==> src/rtl/utick_pkg.sv <==
// Package: shared constants and read-select encoding for the microsecond timebase.
// Assumes a 32-bit data bus and byte addressing with word-aligned registers.
package utick_pkg;
    localparam int DATA_W    = 32;
    localparam int WIN_BYTES = 'h60;   // size of the decoded register window
    localparam int OFS_COUNT = 'h10;   // microsecond count, read only
    localparam int OFS_RATIO = 'h14;   // prescaler ratio configuration

    typedef enum logic [1:0] {
        SEL_NONE  = 2'd0,
        SEL_COUNT = 2'd1,
        SEL_RATIO = 2'd2
    } rd_sel_e;
endpackage

==> src/rtl/usec_ratio_tick.sv <==
// Module: rational tick generator.
// Adds the clamped numerator to an accumulator each clock; when the sum
// reaches the denominator it subtracts it and raises a one-cycle tick.
// Assumes operands arrive in minus-one form; 'clear' restarts the phase.
module usec_ratio_tick #(
    parameter int RATIO_W = 8
) (
    input  logic               clk,
    input  logic               rst_n,
    input  logic               clear,
    input  logic [RATIO_W-1:0] dividend_m1,
    input  logic [RATIO_W-1:0] divisor_m1,
    output logic               tick,
    output logic [RATIO_W-1:0] acc,
    output logic [RATIO_W:0]   den
);
    localparam int OP_W  = RATIO_W + 1;
    localparam int SUM_W = RATIO_W + 2;

    logic [OP_W-1:0]    num_raw;
    logic [OP_W-1:0]    num_eff;
    logic [SUM_W-1:0]   sum;
    logic [SUM_W-1:0]   den_ext;
    logic [SUM_W-1:0]   rem;
    logic               wrap;
    logic [RATIO_W-1:0] acc_next;

    // Decode operands from minus-one form and clamp numerator to denominator.
    always_comb begin
        num_raw = OP_W'(dividend_m1) + OP_W'(1);
        den     = OP_W'(divisor_m1) + OP_W'(1);
        num_eff = (num_raw > den) ? den : num_raw;
    end

    // Accumulate and decide whether this clock produces a tick.
    always_comb begin
        sum      = SUM_W'(acc) + SUM_W'(num_eff);
        den_ext  = SUM_W'(den);
        wrap     = (sum >= den_ext);
        rem      = sum - den_ext;
        acc_next = wrap ? rem[RATIO_W-1:0] : sum[RATIO_W-1:0];
    end

    // Register accumulator and tick; a configuration write restarts both.
    always_ff @(posedge clk) begin
        if (!rst_n) begin
            acc  <= '0;
            tick <= 1'b0;
        end else if (clear) begin
            acc  <= '0;
            tick <= 1'b0;
        end else begin
            acc  <= acc_next;
            tick <= wrap;
        end
    end
endmodule

==> src/rtl/usec_count.sv <==
// Module: wrapping microsecond counter.
// Advances by one on each tick and wraps modulo 2^CNT_W.
// Assumes the tick is a single-cycle pulse from the tick generator.
module usec_count #(
    parameter int CNT_W = 32
) (
    input  logic             clk,
    input  logic             rst_n,
    input  logic             inc,
    output logic [CNT_W-1:0] count
);
    // Advance on tick; natural overflow provides the wrap.
    always_ff @(posedge clk) begin
        if (!rst_n) begin
            count <= '0;
        end else if (inc) begin
            count <= count + CNT_W'(1);
        end
    end
endmodule

==> src/rtl/usec_regif.sv <==
// Module: register decode for the timebase window.
// Holds the ratio register, produces a write pulse for it, and returns
// registered read data one cycle after the strobe.
// Assumes byte addresses; the low two bits are ignored.
module usec_regif
    import utick_pkg::*;
#(
    parameter int RATIO_W = 8,
    parameter int CNT_W   = 32,
    parameter int ADDR_W  = 7
) (
    input  logic                   clk,
    input  logic                   rst_n,
    input  logic                   wr_en,
    input  logic                   rd_en,
    input  logic [ADDR_W-1:0]      addr,
    input  logic [DATA_W-1:0]      wdata,
    input  logic [CNT_W-1:0]       count,
    output logic [2*RATIO_W-1:0]   ratio_cfg,
    output logic                   cfg_wr,
    output logic [DATA_W-1:0]      rdata,
    output logic                   rvalid
);
    localparam int CFG_W = 2 * RATIO_W;

    logic [ADDR_W-1:0] word_addr;
    logic              in_win;
    rd_sel_e           sel;
    logic [DATA_W-1:0] rd_mux;

    // Word-align the address and select the addressed register.
    always_comb begin
        word_addr = {addr[ADDR_W-1:2], 2'b00};
        in_win    = (int'(word_addr) < WIN_BYTES);
        if (in_win && int'(word_addr) == OFS_COUNT) begin
            sel = SEL_COUNT;
        end else if (in_win && int'(word_addr) == OFS_RATIO) begin
            sel = SEL_RATIO;
        end else begin
            sel = SEL_NONE;
        end
        cfg_wr = wr_en && (sel == SEL_RATIO);
    end

    // Read data multiplexer; undecoded and reserved bits read as zero.
    always_comb begin
        case (sel)
            SEL_COUNT: rd_mux = DATA_W'(count);
            SEL_RATIO: rd_mux = DATA_W'(ratio_cfg);
            default:   rd_mux = '0;
        endcase
    end

    // Ratio register: only the ratio fields are stored.
    always_ff @(posedge clk) begin
        if (!rst_n) begin
            ratio_cfg <= '0;
        end else if (cfg_wr) begin
            ratio_cfg <= wdata[CFG_W-1:0];
        end
    end

    // Read return: capture the selected value at the strobe edge.
    always_ff @(posedge clk) begin
        if (!rst_n) begin
            rdata  <= '0;
            rvalid <= 1'b0;
        end else begin
            rvalid <= rd_en;
            if (rd_en) begin
                rdata <= rd_mux;
            end
        end
    end
endmodule

==> src/rtl/usec_timebase.sv <==
// Module: fractional microsecond timebase (top).
// Connects the register decode, the rational tick generator and the
// wrapping counter. Assumes a single clock domain and synchronous reset.
module usec_timebase
    import utick_pkg::*;
#(
    parameter int RATIO_W = 8,
    parameter int CNT_W   = 32,
    parameter int ADDR_W  = 7
) (
    input  logic              clk,
    input  logic              rst_n,
    input  logic              bus_wr_en,
    input  logic              bus_rd_en,
    input  logic [ADDR_W-1:0] bus_addr,
    input  logic [31:0]       bus_wdata,
    output logic [31:0]       bus_rdata,
    output logic              bus_rvalid
);
    logic [2*RATIO_W-1:0] ratio_cfg;
    logic                 cfg_wr;
    logic                 tick;
    logic [RATIO_W-1:0]   acc_val;
    logic [RATIO_W:0]     den_val;
    logic [CNT_W-1:0]     count_val;

    // Register decode and read return.
    usec_regif #(
        .RATIO_W (RATIO_W),
        .CNT_W   (CNT_W),
        .ADDR_W  (ADDR_W)
    ) u_regif (
        .clk       (clk),
        .rst_n     (rst_n),
        .wr_en     (bus_wr_en),
        .rd_en     (bus_rd_en),
        .addr      (bus_addr),
        .wdata     (bus_wdata),
        .count     (count_val),
        .ratio_cfg (ratio_cfg),
        .cfg_wr    (cfg_wr),
        .rdata     (bus_rdata),
        .rvalid    (bus_rvalid)
    );

    // Rational prescaler producing the microsecond tick.
    usec_ratio_tick #(
        .RATIO_W (RATIO_W)
    ) u_tick (
        .clk         (clk),
        .rst_n       (rst_n),
        .clear       (cfg_wr),
        .dividend_m1 (ratio_cfg[2*RATIO_W-1:RATIO_W]),
        .divisor_m1  (ratio_cfg[RATIO_W-1:0]),
        .tick        (tick),
        .acc         (acc_val),
        .den         (den_val)
    );

    // Free-running count of ticks.
    usec_count #(
        .CNT_W (CNT_W)
    ) u_count (
        .clk   (clk),
        .rst_n (rst_n),
        .inc   (tick),
        .count (count_val)
    );
endmodule

==> config.mk <==
export PLATFORM = sky130hd
export DESIGN_NAME = usec_timebase
export DESIGN_NICKNAME = d
export VERILOG_FILES = /design/src/rtl/utick_pkg.sv /design/src/rtl/usec_ratio_tick.sv /design/src/rtl/usec_count.sv /design/src/rtl/usec_regif.sv /design/src/rtl/usec_timebase.sv
export SDC_FILE = /design/constraint.sdc
export NUM_CORES = 1
export LEC_CHECK = 0
export CAP_MARGIN = 15
export CORE_MARGIN = 8
export CORE_UTILIZATION = 55
export CTS_CLUSTER_DIAMETER = 150
export DETAILED_ROUTE_END_ITERATION = 10
export GPL_TIMING_DRIVEN = 0
export PLACE_DENSITY = 0.81
export SLEW_MARGIN = 10
export SYNTH_ARGS = -nofsm -noshare
export SYNTH_HDL_FRONTEND = slang
export SYNTH_SLANG_ARGS = --single-unit
==> constraint.sdc <==
create_clock -name clk -period 7.89 [get_ports clk]
set_clock_uncertainty 0.05 [all_clocks]
set_input_delay 1.578 -clock clk [delete_from_list [all_inputs] [get_ports clk]]
set_output_delay 1.578 -clock clk [all_outputs]
set_load 0.02 [all_outputs]
Word-level counts from Yosys, hierarchy flattened

Index checks and enable logic that the tools add are counted.

Bits in registers: 90
Bits of input ports: 43
Output and inout port bits: 33
Word-level logic and storage cells: 28

Add/subtract/negate cells: 5
Magnitude comparators: 3
Equal/unequal tests: 4
Multiplexer cells: 5
Bitwise logic cells: 1
Reduce and logical (&&, ||, !) cells: 4

Operators by type and width:

| kind                                                                  | count |
|---|---|
| 32-bit one-hot mux with 2 select lines                                | 1 |
| 32-bit by 1-bit adder with 32-bit output, second input constant       | 1 |
| 8-bit by 1-bit adder with 9-bit output, second input constant         | 2 |
| 8-bit by 9-bit adder with 10-bit output                               | 1 |
| 5-bit by 4-bit equality test with 1-bit output, second input constant | 2 |
| 10-bit by 9-bit greater-or-equal comparator with 1-bit output         | 1 |
| 9-bit > comparator                                                    | 1 |
| 9-bit 2-to-1 mux                                                      | 1 |
| 8-bit 2-to-1 mux                                                      | 1 |
| 8-bit subtractor                                                      | 1 |
| 7-bit less-than comparator, second input constant                     | 1 |
| 2-bit 2-to-1 mux                                                      | 2 |
| 1-bit logical AND                                                     | 3 |
| 2-bit by 1-bit equality test with 1-bit output, second input constant | 1 |
| 2-bit equality test, second input constant                            | 1 |
| 2-bit OR reduction                                                    | 1 |
| 1-bit NOT                                                             | 1 |

Logic depth before layout (Yosys ltp)

Gate-level depths: netlist (run 1).

Depth after elaboration: 7
Mapped depth: 27
Mapped depth without buffers: 26

By module

From an unflattened synthesis (run 1), not the netlist that was laid out.

Cells, all modules: 633
Area, all modules: 5451.5 µm²

Modules (own cells, without submodules):

| module          | times used | cells an instance | area an instance (µm²) |
|---|---|---|---|
| usec_regif      | 1          | 200               | 1946.9 |
| usec_ratio_tick | 1          | 257               | 1941.9 |
| usec_count      | 1          | 176               | 1562.7 |

Worst setup path after synthesis (run 1)

OpenSTA, ideal clock, no wires.

Kind: register to register
From: reg u_regif.ratio_cfg[0]
To: reg u_tick.acc[7]
Setup time: 71 ps
Arrival time: 5831 ps
Data required time: 7769 ps
Slack: 1938 ps
Stages on the path, launching flop included: 28
Period minus slack after synthesis: 5952 ps
Path through: dfxtp_1 > ha_1 > xnor2_1 > ha_1 > a21o_1 > maj3_1 > a21o_1 > o211a_2 > nor3_1 > a31oi_1 > clkbuf_1 > mux2i_1 > ha_1 > fa_1 > a21oi_1 > o21ai_0 > o21a_1 > o21ai_0 > nand2b_1 > a21oi_1 > xnor2_1 > ha_1 > a21bo_2 > a221oi_2 > nor3_4 > and3_4 > or4_1 > a21oi_1

Cells in the longest elaborated chain, start to end: 6
Elaborated cells on any way between the ends: 7
Classes of those cells: 3 x add/sub; 2 x order compare; 2 x mux

RTL lines:

| what                                                                                              | line                                         | RTL |
|---|---|---|
| from (decl)                                                                                       | usec_regif.sv:19                             | `output logic [2*RATIO_W-1:0] ratio_cfg,` |
| from (signal assigned)                                                                            | usec_regif.sv:59                             | `ratio_cfg <= wdata[CFG_W-1:0];` |
| 8-bit by 1-bit adder with 9-bit output *                                                          | usec_ratio_tick.sv:31                        | `den = OP_W'(divisor_m1) + OP_W'(1);` |
| 9-bit > comparator                                                                                | usec_ratio_tick.sv:32                        | `num_eff = (num_raw > den) ? den : num_raw;` |
| 9-bit 2-to-1 mux                                                                                  | usec_ratio_tick.sv:32                        |  |
| 8-bit by 9-bit adder with 10-bit output                                                           | usec_ratio_tick.sv:37                        | `sum = SUM_W'(acc) + SUM_W'(num_eff);` |
| 8-bit subtractor or 10-bit by 9-bit greater-or-equal comparator with 1-bit output (tied branches) | usec_ratio_tick.sv:40, usec_ratio_tick.sv:39 |  |
| 8-bit 2-to-1 mux *                                                                                | usec_ratio_tick.sv:41                        | `acc_next = wrap ? rem[RATIO_W-1:0] : sum[RATIO_W-1:0];` |
| to (signal assigned)                                                                              | usec_ratio_tick.sv:53                        | `acc <= acc_next;` |
| to (decl)                                                                                         | usec_ratio_tick.sv:14                        | `output logic [RATIO_W-1:0] acc,` |

Mark *: on every way between the ends. The rest lies on a longest branch, timed or not.
A chain may end at the register's enable or synchronous reset.

Worst setup path after layout (run 1)

Ends and elaborated chain as after synthesis.

==> results of run 1 <==
layout by cell type (no fill, tap or decap), types with 3 or more instances in the layout:
cell type,instances
inv_1,18
a211oi_1,3
or3_1,7
o21ai_0,14
mux2_2,16
a21oi_1,32
mux2i_1,5
nand2_1,61
and4_1,5
nor2b_1,38
xnor2_1,34
a21boi_0,36
nand4_1,9
dfxtp_1,90
o21a_1,5
and3_1,13
clkbuf_1,27
nor3_1,7
clkbuf_8,10
nand3_1,39
clkdlybuf4s50_1,56
nor2_1,19
a21o_1,3
nand2b_1,18
and2_1,30
o31ai_1,6
xor2_1,12
ha_1,23
logic make-up (layout without fill, tap and decap cells):
| kind of cell | Yosys count | in the layout | share of synthesized area, % |
|---|---|---|---|
| xor gates and xnor gates | 48 | 48 | 8.59 |
| AOI/OAI and AO/OA | 124 | 124 | 15.8 |
| DFF | 90 | 90 | 33.8 |
| muxes | 21 | 21 | 4.32 |
| and+or+nand+nor | 264 | 264 | 27.7 |
| buffers and inverters | 46 | 117 | 3.43 |
| adders and majority gates | 26 | 26 | 6.34 |
through the flow:
stage,power [W],hold WS [ns],worst slack [ns],cells
2_1_floorplan,0.000834,0.420,1.94,619
3_3_place_gp,0.000902,0.419,1.26,808
3_5_place_dp,0.000927,0.426,1.11,808
4_1_cts,0.00121,0.440,1.03,823
5_1_grt,0.00129,0.455,0.526,823
6_report,0.00121,0.437,0.979,823
sequential cells by signal, summed over array words and instances, names as in the netlist:
register,flops
u_regif.rvalid,1
u_count.count,32
u_regif.ratio_cfg,16
u_regif.rdata,32
u_tick.tick,1
u_tick.acc,8
synth_stat cells (all sizes together) (2+ instances only):
master  count
a221oi      2
o31a        2
nand2b     18
and3       14
xnor2      35
xor2       13
nor2       20
o211a       3
nand2      61
o21ai      16
a21o        4
a211oi      3
mux2       16
buf         3
and4        5
o211ai      2
fa          2
and2       31
or2         2
dfxtp      90
clkbuf     25
nor3        8
a21oi      32
inv        18
nor3b       2
or3         8
a311oi      2
a211o       2
nor2b      38
nand4      10
o21a        5
mux2i       5
o31ai       6
a21boi     36
or4b        2
ha         23
and3b       2
a31oi       2
nand3      39
final cells by class:
cell class | count | area [um2] | share of cell area (%)
well taps | 133 | 166 | 2.67
clock buffers | 12 | 145 | 2.33
clock inverters | 3 | 25.0 | 0.401
plain buffers | 28 | 115 | 1.85
flip-flops and latches | 90 | 1800 | 28.9
repair buffers | 56 | 561 | 8.99
multi-input cells | 483 | 3350 | 53.8
inverters | 18 | 67.6 | 1.08
worst reg2reg max path: stages (launching register included):
cell	delay, ns
dfxtp_1	0.41
ha_1	0.30
xnor2_1	0.33
ha_1	0.32
a21o_1	0.17
maj3_1	0.36
a21o_1	0.18
o211a_2	0.25
nor3_1	0.16
a31oi_1	0.11
clkbuf_1	0.31
mux2i_1	0.20
ha_1	0.26
fa_1	0.42
a21oi_1	0.23
o21ai_0	0.22
o21a_1	0.22
o21ai_0	0.14
nand2b_1	0.10
a21oi_1	0.18
xnor2_1	0.08
ha_1	0.29
a21bo_2	0.22
a221oi_2	0.30
nor3_4	0.14
and3_4	0.23
or4_1	0.50
a21oi_1	0.15
worst min-delay path by stage:
stage                     cells after the start                        endpoint                      startpoint  slack [ns]
after global placement                        2   u_regif.rdata[2]$_SDFFE_PN0P_   u_regif.rdata[2]$_SDFFE_PN0P_        0.42
after CTS                                     2  u_regif.rdata[12]$_SDFFE_PN0P_  u_regif.rdata[12]$_SDFFE_PN0P_        0.44
after detailed placement                      2  u_regif.rdata[12]$_SDFFE_PN0P_  u_regif.rdata[12]$_SDFFE_PN0P_        0.43
after global routing                          2  u_regif.rdata[12]$_SDFFE_PN0P_  u_regif.rdata[12]$_SDFFE_PN0P_        0.45
final                                         2  u_regif.rdata[12]$_SDFFE_PN0P_  u_regif.rdata[12]$_SDFFE_PN0P_        0.44
after floorplan                               2   u_count.count[8]$_SDFFE_PN0P_   u_count.count[8]$_SDFFE_PN0P_        0.42
power by group:
group	switching (W)	total (W)	internal [W]	leakage (nW)
sequential	0.0000180	0.000497	0.000479	0.727
combinational	0.000234	0.000427	0.000193	1.45
clock	0.000167	0.000291	0.000124	0.0831
total	0.000419	0.00121	0.000796	2.26
routing by layer:
| metal | vias to the layer above | wire length, um | GRT usage (%) |
|---|---|---|---|
| met2 | 119 | 6690 | 37.2 |
| met1 | 2246 | 5460 | 23.4 |
| met5 | - | 0 | 0 |
| met3 | 24 | 679 | 4.96 |
| li1 | 2283 | - | - |
| met4 | 0 | 285 | 8.25 |
==> metrics.txt, run 1 <==
# TYPE chip_impl_metric gauge
chip_impl_info{name="status",value="complete, no violations"} 1
chip_impl_info{name="synth_ff_type",value="dfxtp_1"} 1
chip_impl_info{name="path_class",value="reg2reg"} 1
chip_impl_metric{name="cts_num_sinks",unit=""} 90
chip_impl_info{name="cpLargestDelayFamily",value="compound AO/OA/AOI/OAI gates"} 1
chip_impl_metric{name="routabilityCongestion",unit=""} 0.893
chip_impl_metric{name="wire_length_of_the_first_global_routing_pass",unit="um"} 22100
chip_impl_metric{name="finalCritPeriodShare",unit="%"} 87.6
chip_impl_metric{name="num_vias",unit=""} 4672
chip_impl_metric{name="synth-edff-count",unit=""} 0
chip_impl_metric{name="timing.critical_path.required",unit="ns"} 8.13
chip_impl_metric{name="post-cts-setup-buffers",unit=""} 0
chip_impl_metric{name="dieArea",unit="um2"} 13100
chip_impl_metric{name="cts_resized",unit=""} 0
chip_impl_metric{name="post-route-min-period",unit="ns"} 6.91
chip_impl_metric{name="first_iter_violations",unit=""} 265
chip_impl_info{name="r2r_end",value="u_tick.acc[7]$_SDFF_PP0_"} 1
chip_impl_metric{name="buffer_ports.inserted",unit=""} 56
chip_impl_metric{name="syn_to_final_growth",unit="%"} 16.9
chip_impl_metric{name="finish.instance_area",unit="um2"} 6240
chip_impl_metric{name="tightestPinTransition",unit="ns"} 0.847
chip_impl_metric{name="global_route.usage.total",unit="%"} 20.9
chip_impl_info{name="netlist.top_cell.by_area",value="dfxtp_1"} 1
chip_impl_info{name="hold_class",value="reg2reg"} 1
chip_impl_metric{name="post_synth_num_cell_types",unit=""} 66
chip_impl_metric{name="timing.critical_path.arrival",unit="ns"} 7.15
chip_impl_metric{name="slew_viol_final",unit=""} 0
chip_impl_metric{name="routedWlPerCell",unit="um"} 15.9
chip_impl_info{name="critical_path.slowest_cell",value="or4_1"} 1
chip_impl_metric{name="top_level_port_count",unit=""} 76
chip_impl_metric{name="cp_max_fo",unit=""} 10
chip_impl_metric{name="cts-buffers-inserted",unit=""} 9
chip_impl_metric{name="cp.buffers_inverters",unit=""} 1
chip_impl_metric{name="postSynthRegisterBits",unit=""} 90
chip_impl_metric{name="core",unit="um2"} 9590
chip_impl_metric{name="first_pass_iters",unit=""} 5
chip_impl_metric{name="initial_utilization",unit="%"} 55.6
chip_impl_metric{name="fmaxAchievable",unit="MHz"} 145
chip_impl_metric{name="drive_above_1_share",unit="%"} 7.25
chip_impl_metric{name="first_global_vias",unit=""} 4765
chip_impl_info{name="setup.worst_path.start_class",value="register"} 1
chip_impl_metric{name="synth_largest_type_area_fraction",unit="%"} 33.8
chip_impl_metric{name="die_outline_width",unit="um"} 114
chip_impl_metric{name="avg_inst_size_synth",unit="um2"} 8.61
chip_impl_metric{name="grt_overflow",unit=""} 0
chip_impl_metric{name="fin_nets",unit=""} 754
chip_impl_metric{name="netlist_instances",unit=""} 619
chip_impl_metric{name="cts_buffer_depth",unit=""} 2
chip_impl_info{name="ctsRootBufferMaster",value="clkbuf_8"} 1
chip_impl_metric{name="place.detailed.hpwl",unit="um"} 10200
chip_impl_metric{name="syn-cell-area",unit="um2"} 5330
chip_impl_metric{name="layout.filler_cells",unit=""} 817
chip_impl_metric{name="synth-async-reset-ratio",unit="%"} 0
chip_impl_metric{name="worstRegToRegCells",unit=""} 27
chip_impl_info{name="critPathLaunch",value="u_regif.ratio_cfg[0]$_SDFFE_PN0P_"} 1
chip_impl_metric{name="detail_routed_via_count_per_cell",unit=""} 5.68
chip_impl_metric{name="number_of_inserted_diodes",unit=""} 0
chip_impl_info{name="timing.critical_path.to",value="u_tick.acc[7]$_SDFF_PP0_"} 1
chip_impl_metric{name="power.density",unit="nW/um2"} 195
chip_impl_metric{name="peakVddDrop",unit="mV"} 0.108
chip_impl_metric{name="largest_stage_delay_on_the_critical_path",unit="ns"} 0.50
chip_impl_metric{name="post-route-drc-count",unit=""} 0
chip_impl_metric{name="timing.final.setup_violations",unit=""} 0
chip_impl_metric{name="worst_skew_pair.late_latency",unit="ns"} 0.36
chip_impl_metric{name="grt_max_degree",unit=""} 15
chip_impl_metric{name="ff2ff_setup_slack",unit="ns"} 0.98
chip_impl_metric{name="rel_slew_slack",unit="%"} 43.4
chip_impl_metric{name="clk_transition_reported_paths",unit="ns"} 0.09
chip_impl_info{name="yosys-top-cells-area",value="dfxtp_1 34%, xnor2_1 5.6%, ha_1 5.4%"} 1
chip_impl_metric{name="total_leakage_power",unit="nW"} 2.26
chip_impl_metric{name="final_antenna_net_count",unit=""} 0
chip_impl_metric{name="dpl-instance-area",unit="um2"} 6070
chip_impl_metric{name="yosysSeqAreaShare",unit="%"} 33.8
chip_impl_metric{name="final_hold_viol_count",unit=""} 0
chip_impl_metric{name="fp.dieH",unit="um"} 114
chip_impl_metric{name="fin_util",unit="%"} 65.0
chip_impl_metric{name="h_tree_level_count",unit=""} 3
chip_impl_metric{name="synth-warning-count",unit=""} 0
chip_impl_metric{name="placement_rows",unit=""} 36
chip_impl_info{name="rsz0062_at_grt",value="no"} 1
chip_impl_metric{name="finalSetupTns",unit="ns"} 0
chip_impl_metric{name="holdBufCountCts",unit=""} 0
chip_impl_metric{name="worstSetupPathDepth",unit=""} 27
chip_impl_metric{name="drt_wl_total",unit="um"} 13100
chip_impl_metric{name="grt_antenna_before_repair",unit=""} 0
chip_impl_info{name="r2r_start",value="u_regif.ratio_cfg[0]$_SDFFE_PN0P_"} 1
chip_impl_info{name="cts_tree",value="built"} 1
chip_impl_metric{name="maxCapViolations",unit=""} 0
chip_impl_info{name="worst_setup_path_end_kind",value="register"} 1
chip_impl_metric{name="synth_fp_nets",unit=""} 687
chip_impl_info{name="cpMostUsedCell",value="ha_1"} 1
No activity file was read; power rests on OpenSTA's default activity.
==> run 2, diff against run 1 <==
--- a/config.mk
+++ b/config.mk
@@ -12,7 +12,6 @@
 export DETAILED_ROUTE_END_ITERATION = 10
 export GPL_TIMING_DRIVEN = 0
 export PLACE_DENSITY = 0.81
-export SLEW_MARGIN = 10
 export SYNTH_ARGS = -nofsm -noshare
 export SYNTH_HDL_FRONTEND = slang
 export SYNTH_SLANG_ARGS = --single-unit
==> results of run 2 <==
No change in the layout: final DEF, timing and power equal those of run 1.
